## src/rtl/conn_seq_pkg.sv

```systemverilog
package conn_seq_pkg;

  typedef enum logic [2:0] {
    PH_IDLE    = 3'd0,
    PH_RESOLVE = 3'd1,
    PH_HSHAKE  = 3'd2,
    PH_XFER    = 3'd3,
    PH_CLOSING = 3'd4,
    PH_ERROR   = 3'd5
  } phase_e;

  localparam int unsigned CODE_W = 15;

  localparam logic [CODE_W-1:0] CODE_IDLE_TO   = 15'h1000;
  localparam logic [CODE_W-1:0] CODE_ABN_CLOSE = 15'h1001;
  localparam logic [CODE_W-1:0] CODE_UNREACH   = 15'h1002;
  localparam logic [CODE_W-1:0] CODE_ALPN_BAD  = 15'h1003;

endpackage

```

## src/rtl/conn_alert_arb.sv

```systemverilog
module conn_alert_arb #(
  parameter int N_LOC = 3,
  parameter int CW    = 15
) (
  input  logic [N_LOC-1:0]    loc_vld_i,
  input  logic [N_LOC*CW-1:0] loc_code_i,
  input  logic                rem_vld_i,
  input  logic [CW-1:0]       rem_code_i,
  output logic                evt_vld_o,
  output logic [CW:0]         evt_code_o
);

  // Fixed priority: lowest local index first, remote only when no local fault.
  always_comb begin
    evt_vld_o  = (|loc_vld_i) | rem_vld_i;
    evt_code_o = {1'b1, rem_code_i};
    for (int i = N_LOC - 1; i >= 0; i--) begin
      if (loc_vld_i[i]) evt_code_o = {1'b0, loc_code_i[i*CW +: CW]};
    end
  end

  always_comb begin
    if (|loc_vld_i) begin
      assert_local_wins_R11: assert (evt_code_o[CW] == 1'b0);
    end
  end

endmodule

```

## src/rtl/conn_param_latch.sv

```systemverilog
module conn_param_latch #(
  parameter int MAC_W  = 48,
  parameter int IP_W   = 32,
  parameter int PORT_W = 16,
  parameter int LEN_W  = 5,
  parameter int STR_W  = 128
) (
  input  logic              clk,
  input  logic              rst_n,
  input  logic              busy_i,
  input  logic              net_set_i,
  input  logic [MAC_W-1:0]  src_mac_i,
  input  logic [IP_W-1:0]   src_ip_i,
  input  logic [IP_W-1:0]   gw_ip_i,
  input  logic              accept_i,
  input  logic [IP_W-1:0]   dst_ip_i,
  input  logic [PORT_W-1:0] dst_port_i,
  input  logic [PORT_W-1:0] src_port_i,
  input  logic [LEN_W-1:0]  alpn_len_i,
  input  logic [STR_W-1:0]  alpn_str_i,
  output logic [MAC_W-1:0]  src_mac_o,
  output logic [IP_W-1:0]   src_ip_o,
  output logic [IP_W-1:0]   gw_ip_o,
  output logic [IP_W-1:0]   dst_ip_o,
  output logic [PORT_W-1:0] dst_port_o,
  output logic [PORT_W-1:0] src_port_o,
  output logic [LEN_W-1:0]  alpn_len_o,
  output logic [STR_W-1:0]  alpn_str_o,
  output logic              alpn_omit_o
);

  logic net_en;
  assign net_en = net_set_i & ~busy_i;

  always_ff @(posedge clk or negedge rst_n) begin
    if (!rst_n) begin
      src_mac_o <= '0;
      src_ip_o  <= '0;
      gw_ip_o   <= '0;
    end else if (net_en) begin
      src_mac_o <= src_mac_i;
      src_ip_o  <= src_ip_i;
      gw_ip_o   <= gw_ip_i;
    end
  end

  always_ff @(posedge clk or negedge rst_n) begin
    if (!rst_n) begin
      dst_ip_o   <= '0;
      dst_port_o <= '0;
      src_port_o <= '0;
      alpn_len_o <= '0;
      alpn_str_o <= '0;
    end else if (accept_i) begin
      dst_ip_o   <= dst_ip_i;
      dst_port_o <= dst_port_i;
      src_port_o <= src_port_i;
      alpn_len_o <= alpn_len_i;
      alpn_str_o <= alpn_str_i;
    end
  end

  assign alpn_omit_o = (alpn_len_o == '0);

  assert_net_hold_R3: assert property (@(posedge clk) disable iff (!rst_n)
    busy_i |=> ($stable(src_mac_o) && $stable(src_ip_o) && $stable(gw_ip_o)));

  assert_param_hold_R4: assert property (@(posedge clk) disable iff (!rst_n)
    !accept_i |=> ($stable(dst_ip_o) && $stable(dst_port_o) && $stable(alpn_len_o)));

endmodule

```

## src/rtl/conn_fsm.sv

```systemverilog
module conn_fsm
  import conn_seq_pkg::*;
#(
  parameter int LEN_W    = 5,
  parameter int ALPN_MAX = 16
) (
  input  logic              clk,
  input  logic              rst_n,
  input  logic              conn_on_i,
  input  logic [LEN_W-1:0]  alpn_len_i,
  input  logic              resolve_done_i,
  input  logic              resolve_fail_i,
  input  logic              hs_done_i,
  input  logic              hs_busy_i,
  input  logic              tx_busy_i,
  input  logic              rx_busy_i,
  input  logic              idle_to_i,
  input  logic              loc_err_i,
  input  logic [CODE_W-1:0] loc_err_code_i,
  input  logic              rem_err_i,
  input  logic [CODE_W-1:0] rem_err_code_i,
  output logic              accept_o,
  output logic              busy_o,
  output phase_e            phase_o,
  output logic              alert_o,
  output logic [CODE_W:0]   alert_code_o
);

  localparam int N_LOC = 3;

  phase_e            state_q, state_d;
  logic              conn_q;
  logic              alert_d;
  logic [CODE_W:0]   code_d;
  logic              in_conn;
  logic              any_busy;
  logic [N_LOC-1:0]  loc_vld;
  logic [N_LOC*CODE_W-1:0] loc_code;
  logic              rem_vld;
  logic              evt_vld;
  logic [CODE_W:0]   evt_code;

  assign in_conn  = (state_q == PH_HSHAKE) || (state_q == PH_XFER);
  assign any_busy = hs_busy_i | tx_busy_i | rx_busy_i;
  assign accept_o = (state_q == PH_IDLE) & conn_on_i & ~conn_q;

  // Index 0 has the highest priority.
  assign loc_vld[0] = in_conn & ~conn_on_i & any_busy;
  assign loc_vld[1] = in_conn & idle_to_i;
  assign loc_vld[2] = in_conn & loc_err_i;
  assign loc_code   = {loc_err_code_i, CODE_IDLE_TO, CODE_ABN_CLOSE};
  assign rem_vld    = in_conn & rem_err_i;

  conn_alert_arb #(
    .N_LOC (N_LOC),
    .CW    (CODE_W)
  ) u_arb (
    .loc_vld_i  (loc_vld),
    .loc_code_i (loc_code),
    .rem_vld_i  (rem_vld),
    .rem_code_i (rem_err_code_i),
    .evt_vld_o  (evt_vld),
    .evt_code_o (evt_code)
  );

  always_comb begin
    state_d = state_q;
    alert_d = 1'b0;
    code_d  = alert_code_o;
    unique case (state_q)
      PH_IDLE: begin
        if (accept_o) begin
          if (alpn_len_i > LEN_W'(ALPN_MAX)) begin
            state_d = PH_ERROR;
            alert_d = 1'b1;
            code_d  = {1'b0, CODE_ALPN_BAD};
          end else begin
            state_d = PH_RESOLVE;
          end
        end
      end
      PH_RESOLVE: begin
        if (resolve_fail_i) begin
          state_d = PH_ERROR;
          alert_d = 1'b1;
          code_d  = {1'b0, CODE_UNREACH};
        end else if (resolve_done_i) begin
          state_d = PH_HSHAKE;
        end
      end
      PH_HSHAKE, PH_XFER: begin
        if (evt_vld) begin
          state_d = PH_ERROR;
          alert_d = 1'b1;
          code_d  = evt_code;
        end else if (!conn_on_i) begin
          state_d = PH_CLOSING;
        end else if ((state_q == PH_HSHAKE) && hs_done_i) begin
          state_d = PH_XFER;
        end
      end
      PH_CLOSING: state_d = PH_IDLE;
      PH_ERROR: begin
        if (!conn_on_i) state_d = PH_IDLE;
      end
      default: state_d = PH_IDLE;
    endcase
  end

  always_ff @(posedge clk or negedge rst_n) begin
    if (!rst_n) begin
      state_q      <= PH_IDLE;
      conn_q       <= 1'b0;
      alert_o      <= 1'b0;
      alert_code_o <= '0;
    end else begin
      state_q <= state_d;
      conn_q  <= conn_on_i;
      alert_o <= alert_d;
      if (alert_d) alert_code_o <= code_d;
    end
  end

  assign busy_o  = (state_q != PH_IDLE);
  assign phase_o = state_q;

  assert_open_busy_R1: assert property (@(posedge clk) disable iff (!rst_n)
    (!busy_o && conn_on_i && !$past(conn_on_i)) |=> busy_o);

  assert_busy_hold_R1: assert property (@(posedge clk) disable iff (!rst_n)
    (busy_o && phase_o != PH_CLOSING && phase_o != PH_ERROR) |=> busy_o);

  assert_alpn_bad_R5: assert property (@(posedge clk) disable iff (!rst_n)
    (!busy_o && conn_on_i && !$past(conn_on_i) && alpn_len_i > LEN_W'(ALPN_MAX))
      |=> (alert_o && alert_code_o == {1'b0, CODE_ALPN_BAD}));

  assert_abn_close_R6: assert property (@(posedge clk) disable iff (!rst_n)
    ((phase_o == PH_HSHAKE || phase_o == PH_XFER) && !conn_on_i && any_busy)
      |=> (alert_o && alert_code_o == {1'b0, CODE_ABN_CLOSE}));

  assert_alert_pulse_R7: assert property (@(posedge clk) disable iff (!rst_n)
    alert_o |=> !alert_o);

  assert_err_wait_R8: assert property (@(posedge clk) disable iff (!rst_n)
    (phase_o == PH_ERROR && conn_on_i) |=> (phase_o == PH_ERROR));

  assert_unreach_R9: assert property (@(posedge clk) disable iff (!rst_n)
    (phase_o == PH_RESOLVE && resolve_fail_i)
      |=> (alert_o && alert_code_o == {1'b0, CODE_UNREACH}));

endmodule

```

## src/rtl/conn_seq_top.sv

```systemverilog
module conn_seq_top
  import conn_seq_pkg::*;
#(
  parameter int MAC_W    = 48,
  parameter int IP_W     = 32,
  parameter int PORT_W   = 16,
  parameter int LEN_W    = 5,
  parameter int STR_W    = 128,
  parameter int ALPN_MAX = 16
) (
  input  logic              clk,
  input  logic              rst_n,
  input  logic              net_set_i,
  input  logic [MAC_W-1:0]  src_mac_i,
  input  logic [IP_W-1:0]   src_ip_i,
  input  logic [IP_W-1:0]   gw_ip_i,
  input  logic              conn_on_i,
  input  logic [IP_W-1:0]   dst_ip_i,
  input  logic [PORT_W-1:0] dst_port_i,
  input  logic [PORT_W-1:0] src_port_i,
  input  logic [LEN_W-1:0]  alpn_len_i,
  input  logic [STR_W-1:0]  alpn_str_i,
  input  logic              resolve_done_i,
  input  logic              resolve_fail_i,
  input  logic              hs_done_i,
  input  logic              hs_busy_i,
  input  logic              tx_busy_i,
  input  logic              rx_busy_i,
  input  logic              idle_to_i,
  input  logic              loc_err_i,
  input  logic [14:0]       loc_err_code_i,
  input  logic              rem_err_i,
  input  logic [14:0]       rem_err_code_i,
  output logic              conn_busy_o,
  output logic [2:0]        phase_o,
  output logic              alpn_omit_o,
  output logic [MAC_W-1:0]  cfg_src_mac_o,
  output logic [IP_W-1:0]   cfg_src_ip_o,
  output logic [IP_W-1:0]   cfg_gw_ip_o,
  output logic [IP_W-1:0]   cur_dst_ip_o,
  output logic [PORT_W-1:0] cur_dst_port_o,
  output logic [PORT_W-1:0] cur_src_port_o,
  output logic [LEN_W-1:0]  cur_alpn_len_o,
  output logic [STR_W-1:0]  cur_alpn_str_o,
  output logic              alert_int_o,
  output logic [15:0]       alert_code_o
);

  logic [1:0] rst_sync_q;
  logic       rst_int_n;
  logic       accept;
  phase_e     phase;

  // Asynchronous assertion, synchronous release.
  always_ff @(posedge clk or negedge rst_n) begin
    if (!rst_n) rst_sync_q <= 2'b00;
    else        rst_sync_q <= {rst_sync_q[0], 1'b1};
  end
  assign rst_int_n = rst_sync_q[1];

  conn_fsm #(
    .LEN_W    (LEN_W),
    .ALPN_MAX (ALPN_MAX)
  ) u_fsm (
    .clk            (clk),
    .rst_n          (rst_int_n),
    .conn_on_i      (conn_on_i),
    .alpn_len_i     (alpn_len_i),
    .resolve_done_i (resolve_done_i),
    .resolve_fail_i (resolve_fail_i),
    .hs_done_i      (hs_done_i),
    .hs_busy_i      (hs_busy_i),
    .tx_busy_i      (tx_busy_i),
    .rx_busy_i      (rx_busy_i),
    .idle_to_i      (idle_to_i),
    .loc_err_i      (loc_err_i),
    .loc_err_code_i (loc_err_code_i),
    .rem_err_i      (rem_err_i),
    .rem_err_code_i (rem_err_code_i),
    .accept_o       (accept),
    .busy_o         (conn_busy_o),
    .phase_o        (phase),
    .alert_o        (alert_int_o),
    .alert_code_o   (alert_code_o)
  );

  assign phase_o = phase;

  conn_param_latch #(
    .MAC_W  (MAC_W),
    .IP_W   (IP_W),
    .PORT_W (PORT_W),
    .LEN_W  (LEN_W),
    .STR_W  (STR_W)
  ) u_latch (
    .clk         (clk),
    .rst_n       (rst_int_n),
    .busy_i      (conn_busy_o),
    .net_set_i   (net_set_i),
    .src_mac_i   (src_mac_i),
    .src_ip_i    (src_ip_i),
    .gw_ip_i     (gw_ip_i),
    .accept_i    (accept),
    .dst_ip_i    (dst_ip_i),
    .dst_port_i  (dst_port_i),
    .src_port_i  (src_port_i),
    .alpn_len_i  (alpn_len_i),
    .alpn_str_i  (alpn_str_i),
    .src_mac_o   (cfg_src_mac_o),
    .src_ip_o    (cfg_src_ip_o),
    .gw_ip_o     (cfg_gw_ip_o),
    .dst_ip_o    (cur_dst_ip_o),
    .dst_port_o  (cur_dst_port_o),
    .src_port_o  (cur_src_port_o),
    .alpn_len_o  (cur_alpn_len_o),
    .alpn_str_o  (cur_alpn_str_o),
    .alpn_omit_o (alpn_omit_o)
  );

endmodule

```

## config.mk

```make
export PLATFORM = sky130hd
export DESIGN_NAME = conn_seq_top
export DESIGN_NICKNAME = d
export VERILOG_FILES = /design/src/rtl/conn_seq_pkg.sv /design/src/rtl/conn_alert_arb.sv /design/src/rtl/conn_param_latch.sv /design/src/rtl/conn_fsm.sv /design/src/rtl/conn_seq_top.sv
export SDC_FILE = /design/constraint.sdc
export NUM_CORES = 1
export LEC_CHECK = 0
export BUFFER_PORTS_ARGS = -buffer_cell sky130_fd_sc_hd__buf_4
export CAP_MARGIN = 0
export CELL_PAD_IN_SITES_DETAIL_PLACEMENT = 1
export CELL_PAD_IN_SITES_GLOBAL_PLACEMENT = 1
export CORE_AREA = 2 2 269 271
export DETAILED_ROUTE_END_ITERATION = 8
export DIE_AREA = 0 0 271 273
export GPL_TIMING_DRIVEN = 0
export PLACE_DENSITY_LB_ADDON = 0.12
export SLEW_MARGIN = 20
export SYNTH_ARGS = -nofsm -noshare
export SYNTH_HDL_FRONTEND = slang
export SYNTH_SLANG_ARGS = --single-unit
```

## constraint.sdc

```tcl
create_clock -name clk -period 13.2 [get_ports clk]
set_input_delay 1.32 -clock clk [delete_from_list [all_inputs] [get_ports clk]]
set_output_delay 1.32 -clock clk [all_outputs]
set_load 0.01 [all_outputs]
```

# Yosys cells after proc, flatten, opt, wreduce, memory -nomap -nowiden
# Cells that the tools add are included.
# totals
reg_bits,332
word_cells,71
# op_classes
n_lt_le_gt_ge,1
eq_ne,11
mux,22
bitwise_logic,14
reduce_logical,10
# ops
operator,count
two-way mux 16 bit,7
one-hot mux 16 bit (3 select lines),1
two-way mux 3 bit,8
one-hot mux 3 bit (4 select lines),1
AND 1 bit,8
inequality test 2 bit (second input constant),4
== test 3 x 2 -> 1 bit (second input constant),2
AND reduction 6 bit,1
nonzero test 3 bit,2
greater-than comparator 5 bit (second input constant),1
logical NOT 5 bit,1
two-way mux 1 bit,4
inequality test 4 x 2 -> 1 bit (second input constant),1
AND reduction 4 bit,1
== test 3 x 1 -> 1 bit (second input constant),1
== test 3 bit (second input constant),1
logical NOT 3 bit,1
inequality test 3 bit (second input constant),1
NOT 1 bit,3
bitwise OR 1 bit,3
one-hot mux 1 bit (3 select lines),1
OR reduction 3 bit,1
inequality test 2 x 1 -> 1 bit (second input constant),1
OR reduction 2 bit,1
2 further kinds,2

# Logic depth before layout (Yosys ltp)
# Gate-level depths: netlist of the first run.
# depth
word_depth,9
mapped_depth,8
mapped_depth_nobuf,4

# Hierarchy
# From an unflattened synthesis of the first run, not the netlist that was laid out.
# hier_totals
cells_unflattened,835
area_unflattened_um2,14061.0
# by_module_without_submodules
module,n_inst,cells_per_inst,area_per_inst_um2,seq_area_each_um2
conn_param_latch,1,655,12325.6,7732.4
conn_fsm,1,107,1083.5,525.5
conn_alert_arb,1,70,598.1,0.0
conn_seq_top,1,3,53.8,50.0

# Worst setup path before layout of the first run
# Ideal clock, no wire load.
# synth_path
kind,input to register
from,input alpn_len_i[0]
to,register u_fsm.alert_code_o[10]
arrival_ns,2.693
required_ns,13.075
slack_ns,10.382
stages,4
cell_sequence,o41a_1 > a221oi_4 > buf_12 > mux2_4
# synth_between
elab_chain_cells,5
elab_cells_between_ends,6
# synth_rtl
element,line_no,rtl
"start, declared",conn_seq_top.sv:21,"input logic [LEN_W-1:0] alpn_len_i,"
greater-than comparator 5 bit (*),conn_fsm.sv:73,if (alpn_len_i > LEN_W'(ALPN_MAX)) begin
two-way mux 1 bit,conn_fsm.sv:73,
two-way mux 1 bit,conn_fsm.sv:72,if (accept_o) begin
one-hot mux 1 bit (3 select lines),conn_fsm.sv:70,unique case (state_q)
AND reduction 6 bit (no line) (*),--,
"end signal, assigned",conn_fsm.sv:120,if (alert_d) alert_code_o <= code_d;
"end, declared",conn_fsm.sv:26,output logic [CODE_W:0] alert_code_o
# Mark *: on every way between the ends. The rest lies on a longest branch, timed or not.
# A chain may end at the register's enable or synchronous reset.

# Final worst setup path of the first run
# layout_path
from,register u_latch.alpn_len_o[0]
to,output alpn_omit_o
# layout_between
elab_chain_cells,1
# layout_rtl
element,line_no,rtl
"start, declared",conn_param_latch.sv:27,"output logic [LEN_W-1:0] alpn_len_o,"
"start signal, assigned",conn_param_latch.sv:58,alpn_len_o <= alpn_len_i;
logical NOT 5 bit,conn_param_latch.sv:63,assign alpn_omit_o = (alpn_len_o == '0);
"end, declared",conn_seq_top.sv:36,"output logic alpn_omit_o,"
# No other way between the ends.

==> flow_summary.toml, run 1 <==
[global_routing]
grt_max_degree = 50
grt_pass1_vias = 12100
track_usage_pct = 15.4
antenna_found_initial = 10
grt-ovfl-total = 0
grt_first_pass_wirelength_um = 84500

[setup_path]
reg2regPathDepth = 7
worstPathArrival_ns = 1.77
path_class = "reg -> out"
r2r_start = "u_fsm.phase_o[1]$_DFFE_PN0P_"
r2r_slack_ns = 10.57
required_ns = 11.88
r2r_end = "u_latch.alpn_str_o[73]$_DFFE_PN0P_"
crit_fanout = 3
crit_path_start_kind = "register"
end_kind = "output port"

[yosys]
yosys.area_share.simple_pct = 19.3
syn_area_sq_um = 12900
synth_cell_types = 36
synth_edf_count = 0
synth_xor_area_share_pct = 0
synthAdderAreaFrac_pct = 0
synthArstFlopShare_pct = 100
ys_seq_area_share_pct = 64.6
muxShareOfSynthArea_pct = 11.7
synthFlopType = "dfrtp_1"
synth_cells = 1203
ys_seq_elements = 332
avgSynthCellArea_sq_um = 10.7
synth_compound_area_share_pct = 1.68
synth_top_family_by_area = "simple AND/OR/NAND/NOR gates"
syn-num-nets = 1555
ys_warn_count = 0

[drt]
vias = 11300
drt.antenna.violating_nets = 0
top_layer = "met5"
drt-wirelength-per-cell_um = 20.0
met1_length_um = 21100
met3_length_um = 5850
viasPerCell = 3.87
wl_um = 58700
met2_length_um = 30000
drtIter0Drc = 319
drt-pass1-iter-count = 4
drc = 0

[cells_and_area]
final_nets = 2290
final_common_cell = "buf_4"
syn2layout_area_growth_pct = 62.3
final_cell_mix = "buf_4 (691), nand2_1 (618), dfrtp_1 (331)"
filler_cell_count = 8100
drive_gt1_share_pct = 47.2

[clock_tree]
tritoncts = "done"
clk_pin_slew_worst_paths_ns = 0.06
cts-root-buf = "clkbuf_16"
postCtsSetupBuffers = 0
clockBufferDepth = 3
clock-sinks = 332
holdBufCountCts = 0
cts-buffers-inserted = 44
cts.htree.levels = 2
clk_latency_ns = 0.58
postCtsResizedCells = 0

[floorplan]
dieArea_sq_um = 74000
ios = 683
die_x_um = 271
initial_core_util_pct = 18.1
core_sq_um = 71000
die_h_um = 273
fp-row-count = 98

[pwr]
clock_power_share_pct = 25.1
ir_drop_v = 0.0000864
seqPwrFrac_pct = 34.8
p_per_area_nw_per_um2 = 240
fin_total_pwr_mw = 5.02
leakagePower_nw = 10.8
power_frac_comb_pct = 40.1
internal_power_mw = 3.26
switchingPower_mw = 1.76
p_sw_share_pct = 35.0

[placed_design]
io_buffers = 682
hpwl_um = 47100
gp_congestion = 0.810
preCtsSetupSlack_ns = 9.41

[timing]
hold_viol = 0
fmax_mhz = 323
tightest_slew_ns = 0.802
rsz0062_at_grt = "no"
finalSetupViolCount = 0
max_slew_margin_pct = 46.5
fin_skew_ns = 0.0253
period_minus_slack_ns = 3.09
post-route-period-util_pct = 23.4
slew_violations = 0
setup_ws_ns = 10.11

[worst_hold_path]
hp-class = "reg -> async"

[status]
status = "completed"

[flow_run]
drv_cap = 0
through the flow:
| stage | hold slack (ns) | area (sq um) | TNS, ns | instances | util, % |
|---|---|---|---|---|---|
| after global routing | 0.332 | 20900 | 0 | 2925 | 29.4 |
| final | 0.296 | 20900 | 0 | 2928 | 29.4 |
| after floorplan | 0.331 | 12900 | 0 | 1203 | - |
| after global placement | 0.340 | 19200 | -730.96 | 2835 | 27.0 |
| after CTS | 0.310 | 20900 | 0 | 2920 | 29.4 |
| after detailed placement | 0.317 | 19400 | 0 | 2842 | 27.3 |
per-layer routing:
layer | up-vias | GRT usage, %
met1 | 5524 | 16.2
met3 | 87 | 6.87
met5 | - | 0
li1 | 5293 | -
met2 | 424 | 27.4
met4 | 8 | 5.32
flip-flops by register name, summed over array words and instances (netlist names):
signal	cells
u_latch.alpn_str_o	128
u_latch.src_mac_o	48
u_latch.dst_ip_o	32
u_latch.gw_ip_o	32
u_latch.src_ip_o	32
u_fsm.alert_code_o	16
u_latch.dst_port_o	16
u_latch.src_port_o	16
u_latch.alpn_len_o	5
u_fsm.phase_o	3
rst_sync_q	2
u_fsm.alert_o	1
u_fsm.conn_q	1
power by group through the flow:
stage / Combinational, mW / Clock, mW / Sequential (mW)
global route: 2.19 / 1.35 / 1.82
detailed placement: 2.07 / 0 / 1.77
finish: 2.01 / 1.26 / 1.75
floorplan: 0.635 / 0 / 1.97
CTS: 2.07 / 1.31 / 1.76
global placement: 2.02 / 0 / 1.77
synth_stat cells (2+ instances only):
cell type,n,area share (%)
buf_2,23,0.89
nand2_1,618,18
buf_6,2,0.18
nor3_2,3,0.23
o21ai_0,4,0.16
and2_1,3,0.15
mux2_4,9,1.1
inv_1,4,0.12
o22ai_1,2,0.097
dfrtp_1,332,65
buf_4,9,0.53
nor2_1,3,0.088
clkbuf_1,28,0.82
nand3b_1,2,0.12
nand2b_1,2,0.097
mux2_2,121,11
nor2b_1,3,0.15
a21oi_1,17,0.66
worst max-delay path by stage:
stage / start / endpoint / slack [ns] / depth (start not counted)
global route: conn_on_i / u_latch.alpn_str_o[69]$_DFFE_PN0P_ / 9.97 / 7
global placement: rst_sync_q[1]$_DFF_PN0_ / u_latch.dst_ip_o[2]$_DFFE_PN0P_ / -2.28 / 0
finish: u_latch.alpn_len_o[0]$_DFFE_PN0P_ / alpn_omit_o / 10.11 / 3
floorplan: rst_sync_q[1]$_DFF_PN0_ / u_fsm.alert_code_o[0]$_DFFE_PN0P_ / 3.26 / 0
detailed placement: conn_on_i / u_latch.alpn_str_o[71]$_DFFE_PN0P_ / 9.41 / 7
CTS: conn_on_i / u_latch.alpn_str_o[73]$_DFFE_PN0P_ / 10.02 / 7
worst max-delay path, stage by stage, from the launching register on:
cell	delay, ns
dfrtp_1	0.42
or4_1	0.54
nor2_1	0.11
buf_4	0.14
kinds of logic after synthesis:
logic type	count (synthesis)
flops	332
buf+inv	67
other cells	1
mux	131
compound gates	31
simple gates	641
cell type report:
| class | instances | area [sq um] | share of cell area, % |
|---|---|---|---|
| Tap cell | 950 | 1190 | 5.69 |
| Multi-Input combinational cell | 804 | 4210 | 20.2 |
| Clock buffer | 60 | 1220 | 5.85 |
| Timing Repair Buffer | 689 | 5310 | 25.4 |
| Clock inverter | 18 | 277 | 1.32 |
| Buffer | 63 | 330 | 1.58 |
| Sequential cell | 332 | 8310 | 39.8 |
| Inverter | 4 | 15.0 | 0.0719 |
| Antenna cell | 8 | 20.0 | 0.0959 |
Note: power is estimated with default switching activity, not from simulation.
==> run 2, diff against run 1 <==
- ABC_AREA: default -> 1
- clock period: 13.2 -> 2.8 ns (I/O delays scaled with it)
==> flow_summary.toml, run 2 <==
[timing]
tns_ns = 0
fin_skew_ns = 0.0203
hold_slack_ns = 0.0571
hold_viol = 0
fmax_mhz = 502
slew_violations = 0
max_slew_margin_pct = 66.9
tightest_slew_ns = 0.495
rsz0062_at_grt = "no"
finalSetupViolCount = 0
period_minus_slack_ns = 1.99
post-route-period-util_pct = 71.1

[yosys]
synthFlopType = "dfrtp_1"
synthArstFlopShare_pct = 100
synth_edf_count = 0
syn_area_sq_um = 13200
synth_cell_types = 23
ys_warn_count = 0
ys_seq_elements = 332
synth_area_leaders = "dfrtp_1 (63%), mux2_4 (11%), mux2_1 (9.4%), mux2_2 (8.4%), nand2_1 (2.7%)"
syn-num-nets = 1202
yosys.area.top_type = "dfrtp_1"
avgSynthCellArea_sq_um = 15.6
synthTopCellsByCount = "dfrtp_1 (332), mux2_1 (110), mux2_4 (100)"
ys_seq_area_share_pct = 62.7
synth.most_common_cell = "dfrtp_1"
synth_cells = 850
synth_top_area_share_pct = 62.7

[drt]
drt-wirelength-per-cell_um = 18.7
drt-pass1-iter-count = 4
vias = 10900
top_layer = "met4"
met1_length_um = 20200
drtIter0Drc = 370
viasPerCell = 3.78
wl_um = 53800
met2_length_um = 28100
met3_length_um = 3890
drc = 0
drt.antenna.violating_nets = 0

[pwr]
fin_total_pwr_mw = 25.2
power_frac_comb_pct = 43.3
p_sw_share_pct = 32.7
clock_power_share_pct = 22.8
ir_drop_v = 0.000468
seqPwrFrac_pct = 33.9
p_per_area_nw_per_um2 = 1040
internal_power_mw = 17.0
switchingPower_mw = 8.25
leakagePower_nw = 11.9

[global_routing]
grt_first_pass_wirelength_um = 80500
grt_pass1_vias = 12500
grt-ovfl-total = 0
track_usage_pct = 14.3
grt_max_degree = 52
antenna_found_initial = 1

[floorplan]
initial_core_util_pct = 18.7
die_x_um = 271
die_h_um = 273
core_sq_um = 71000
dieArea_sq_um = 74000
fp-row-count = 98
ios = 683

[placed_design]
io_buffers = 682
placed_cells = 2489
gp_congestion = 0.795
hpwl_um = 41000

[cells_and_area]
drive_gt1_share_pct = 52.0
syn2layout_area_growth_pct = 83.8
final_cell_mix = "buf_4 (682), dfrtp_1 (331), dlygate4sd3_1 (311)"
final_core_util_pct = 34.3
largest_reg_flops = 128
final_nets = 2248
fin_cells = 2882
top_register = "u_latch.alpn_str_o"
reg_top3 = "u_latch.alpn_str_o (128), u_latch.src_mac_o (48)"
final_common_cell = "buf_4"

[setup_path]
worstPathArrival_ns = 2.43
path_class = "reg -> reg"
crit_fanout = 10
required_ns = 3.24
crit_path_start_kind = "register"
end_kind = "register"

[clock_tree]
tritoncts = "done"
clockBufferDepth = 3
cts-root-buf = "clkbuf_16"
postCtsResizedCells = 0
cts.htree.levels = 2
cts-buffers-inserted = 44
clk_pin_slew_worst_paths_ns = 0.06
clock-sinks = 332
clk_latency_ns = 0.57

[status]
status = "completed"

[worst_hold_path]
hp-class = "in -> async"

[flow_run]
drv_cap = 0
[run 2: changes by cell type in the layout (fill, tap and decap cells not counted), sizes merged, moves of 4 or more]
cell / change
nand2: -517
dlygate4sd3: +311
mux2: +179
clkbuf: -16
nor2: +15
inv: +14
nand3: +9
diode: -6
bufinv: -4
nor2b: -4
[run 2: area by class of cell]
type,count,area [sq um]
Fill cell,7673,46700
Timing Repair Buffer,1000,8410
Sequential cell,332,8310
Multi-Input combinational cell,461,4510
Clock buffer,71,1380
Tap cell,950,1190
Buffer,38,352
Clock inverter,9,110
Inverter,19,73.8
Antenna cell,2,5.00
[run 2: through the flow]
step / cell area (sq um) / setup slack [ns]
after detailed placement: 19700 / 0.723
after global placement: 19600 / -2.35
final: 24300 / 0.809
after CTS: 24300 / 0.700
after floorplan: 13200 / -0.488
after global routing: 24300 / 0.575
[run 2: logic make-up after synthesis]
family	Yosys count	synth area share (%)
AOI/OAI and AO/OA	18	0.699
DFF	332	62.7
and+or+nand+nor	133	4.22
muxes	309	29.1
buffers and inverters	57	3.21
other	1	0.0283
[run 2: worst paths after layout]
kind,slack [ns],startpoint,cells after the start,endpoint
worst max-delay path,0.81,u_fsm.phase_o[2]$_DFFE_PN0P_,9,u_fsm.alert_code_o[10]$_DFFE_PN0P_
worst min-delay path,0.06,rst_n,2,rst_sync_q[1]$_DFF_PN0_
worst max register to register,0.81,u_fsm.phase_o[2]$_DFFE_PN0P_,9,u_fsm.alert_code_o[10]$_DFFE_PN0P_
worst min register to register,0.31,rst_sync_q[1]$_DFF_PN0_,0,u_latch.src_port_o[11]$_DFFE_PN0P_
max in group asynchronous,1.22,rst_sync_q[1]$_DFF_PN0_,3,u_latch.gw_ip_o[31]$_DFFE_PN0P_
min in group clk,0.06,resolve_fail_i,4,u_fsm.phase_o[1]$_DFFE_PN0P_
[run 2: power groups by stage]
| stage | clock, mW | combinational, mW | sequential [mW] |
|---|---|---|---|
| 2_1_floorplan | 0 | 3.77 | 9.66 |
| 3_5_place_dp | 0 | 10.8 | 8.63 |
| 4_1_cts | 6.02 | 11.2 | 8.58 |
| 6_report | 5.75 | 10.9 | 8.55 |
| 3_3_place_gp | 0 | 10.6 | 8.64 |
| 5_1_grt | 6.20 | 11.7 | 8.92 |
[run 2: worst max-delay path: stages, from the launching register on]
cell	delay, ns
dfrtp_1	0.47
inv_1	0.10
nand2_2	0.10
nor2_1	0.41
inv_1	0.24
buf_2	0.25
nand2_1	0.09
a21oi_1	0.07
nand2_1	0.09
nand2_1	0.05
[run 2: timing repair]
action | 4_1_cts | 5_1_grt
hold buffers | 311 | 0
buffers inserted | 0 | 0
hold endpoints to repair | 312 | 0
[run 2: layer usage]
layer / vias up / track usage (%)
met1: 5418 / 15.8
met5: - / 0
met2: 389 / 25.8
met4: 0 / 5.02
met3: 93 / 4.25
li1: 5007 / -
==> run 3, diff against run 2 <==
- clock period: 2.8 -> 1.65 ns (I/O delays scaled with it)
==> flow_summary.toml, run 3 (synthesized netlist as in run 2, its figures left out) <==
[status]
status = "finished with violations"
violations = "negative setup slack"

[timing]
setup_ws_ns = -0.0745
hold_viol = 0
rsz0062_at_grt = "yes"
fmax_mhz = 580
fin_skew_ns = 0.0178
post-route-period-util_pct = 105
tns_ns = -10.35
slew_violations = 0
finalSetupViolCount = 262
period_minus_slack_ns = 1.72

[cells_and_area]
final_cell_mix = "buf_4 (695), dlygate4sd3_1 (343), dfrtp_1 (328)"
drive_gt1_share_pct = 54.0
top_register = "u_latch.alpn_str_o"
largest_reg_flops = 128
final_nets = 2306
final_common_cell = "buf_4"
syn2layout_area_growth_pct = 92.1
reg_top3 = "u_latch.alpn_str_o (128), u_latch.src_mac_o (48)"
filler_cell_count = 7633

[setup_path]
end_kind = "register"
path_cells = "nor2_4 > inv_2 > nor2_4 > buf_12 > nand2_8 > buf_12 > nor2_4 > nor2_2 > nand2_4 > clkbuf_16 > nand2_1 > nand2_1"
worstPathArrival_ns = 2.22
crit_fanout = 6
path_delay_family = "simple AND/OR/NAND/NOR gates"
cp.depth = 12
path_class = "reg -> reg"
crit_buf_inv = 4
crit_slowest_cell = "dfrtp_2"
r2r_start = "u_fsm.phase_o[1]$_DFFE_PN0P_"
r2r_end = "u_fsm.alert_code_o[14]$_DFFE_PN0P_"
critPathMostFrequentCell = "nor2_4"
reg2regPathDepth = 12
max_stage_delay_ns = 0.43
required_ns = 2.15
r2r_slack_ns = -0.07
crit_path_start_kind = "register"

[drt]
drc = 0
drtIter0Drc = 334
viasPerCell = 3.80
drt-wirelength-per-cell_um = 18.9
drt-pass1-iter-count = 4
wl_um = 55500
drt.antenna.violating_nets = 0
vias = 11200

[floorplan]
initial_core_util_pct = 18.7
die_x_um = 271
fp-row-count = 98
die_h_um = 273
core_sq_um = 71000
ios = 683
dieArea_sq_um = 74000

[placed_design]
preCtsSetupSlack_ns = -0.427
gp_congestion = 0.795
io_buffers = 682
hpwl_um = 41000

[flow_run]
drv_cap = 0

[worst_hold_path]
whs_path_depth = 7
holdPathEnd = "u_fsm.alert_code_o[0]$_DFFE_PN0P_"
hp-class = "in -> reg"
hp-start = "loc_err_code_i[0]"

[pwr]
leakagePower_nw = 12.5
p_sw_share_pct = 32.5
p_per_area_nw_per_um2 = 1740
clock_power_share_pct = 22.0
ir_drop_v = 0.000982
switchingPower_mw = 14.4
internal_power_mw = 29.9
power_frac_comb_pct = 45.2
seqPwrFrac_pct = 32.8

[clock_tree]
tritoncts = "done"
cts-root-buf = "clkbuf_16"
clk_latency_ns = 0.57
clockBufferDepth = 3
clk_pin_slew_worst_paths_ns = 0.06
cts-buffers-inserted = 44
cts.htree.levels = 2
clock-sinks = 332

[global_routing]
grt-ovfl-total = 0
grt_pass1_vias = 12800
grt_max_degree = 52
grt_first_pass_wirelength_um = 82300
antenna_found_initial = 1
track_usage_pct = 14.5
[run 3: what timing repair did]
action / in CTS / in global routing
pin swaps: 6 / 8
cloned: 4 / 5
hold buffers: 343 / 0
resized for setup: 80 / 28
setup buffers: 14 / 4
endpoints found under the setup margin: 379 / 377
hold endpoints to repair: 329 / 0
[run 3: final cells by class]
cell class | instances | area (sq um) | area share, %
diodes | 2 | 5.00 | 0.0197
plain buffers | 37 | 510 | 2.01
clock buffers | 71 | 1380 | 5.40
clock inverters | 9 | 110 | 0.433
inverters | 19 | 78.8 | 0.310
multi-input cells | 461 | 4690 | 18.4
flip-flops and latches | 332 | 8320 | 32.7
well taps | 950 | 1190 | 4.67
repair buffers | 1059 | 9170 | 36.1
[run 3: how the worst max path moves through the flow]
stage / start / slack (ns) / endpoint
after floorplan: rst_sync_q[1]$_DFF_PN0_ / -1.64 / u_fsm.alert_code_o[0]$_DFFE_PN0P_
after global placement: rst_sync_q[1]$_DFF_PN0_ / -3.50 / u_latch.src_ip_o[6]$_DFFE_PN0P_
after detailed placement: u_fsm.phase_o[1]$_DFFE_PN0P_ / -0.43 / u_fsm.alert_code_o[5]$_DFFE_PN0P_
after CTS: u_latch.alpn_len_o[4]$_DFFE_PN0P_ / -0.15 / alpn_omit_o
after global routing: u_latch.alpn_len_o[4]$_DFFE_PN0P_ / -0.19 / alpn_omit_o
final: u_fsm.phase_o[1]$_DFFE_PN0P_ / -0.07 / u_fsm.alert_code_o[14]$_DFFE_PN0P_
[run 3: layer usage]
metal	up-vias	GRT usage (%)	share of wire, %
met2	393	26.6	53
met1	5558	16.1	37
met3	89	4.09	6.8
met5	-	0	0
li1	5126	-	-
met4	0	5.03	3.0
[run 3: power groups by stage]
stage / sequential [mW] / combinational [mW] / clock, mW
global route: 15.1 / 21.4 / 10.5
detailed placement: 14.6 / 18.3 / 0
finish: 14.5 / 20.0 / 9.78
floorplan: 16.4 / 6.39 / 0
CTS: 14.6 / 20.1 / 10.2
global placement: 14.7 / 18.0 / 0
[run 3: metrics by stage]
step | hold slack, ns | cell area, sq um | power [mW] | util [%] | cells
after detailed placement | -0.0492 | 19700 | 32.9 | 27.8 | 2489
after global placement | -0.0515 | 19600 | 32.7 | 27.5 | 2482
after global routing | 0.0855 | 25400 | 47.0 | 35.8 | 2939
after floorplan | -0.131 | 13200 | 22.8 | - | 850
after CTS | 0.0261 | 25200 | 44.9 | 35.5 | 2929
final | 0.0768 | 25400 | 44.3 | 35.8 | 2940
[run 3: worst min-delay path, stage by stage]
cell     delay, ns
buf_4         0.08
nand2_1       0.04
nand2_1       0.05
nand3_1       0.06
nand2_1       0.09
nand2_1       0.06
nand2_1       0.06
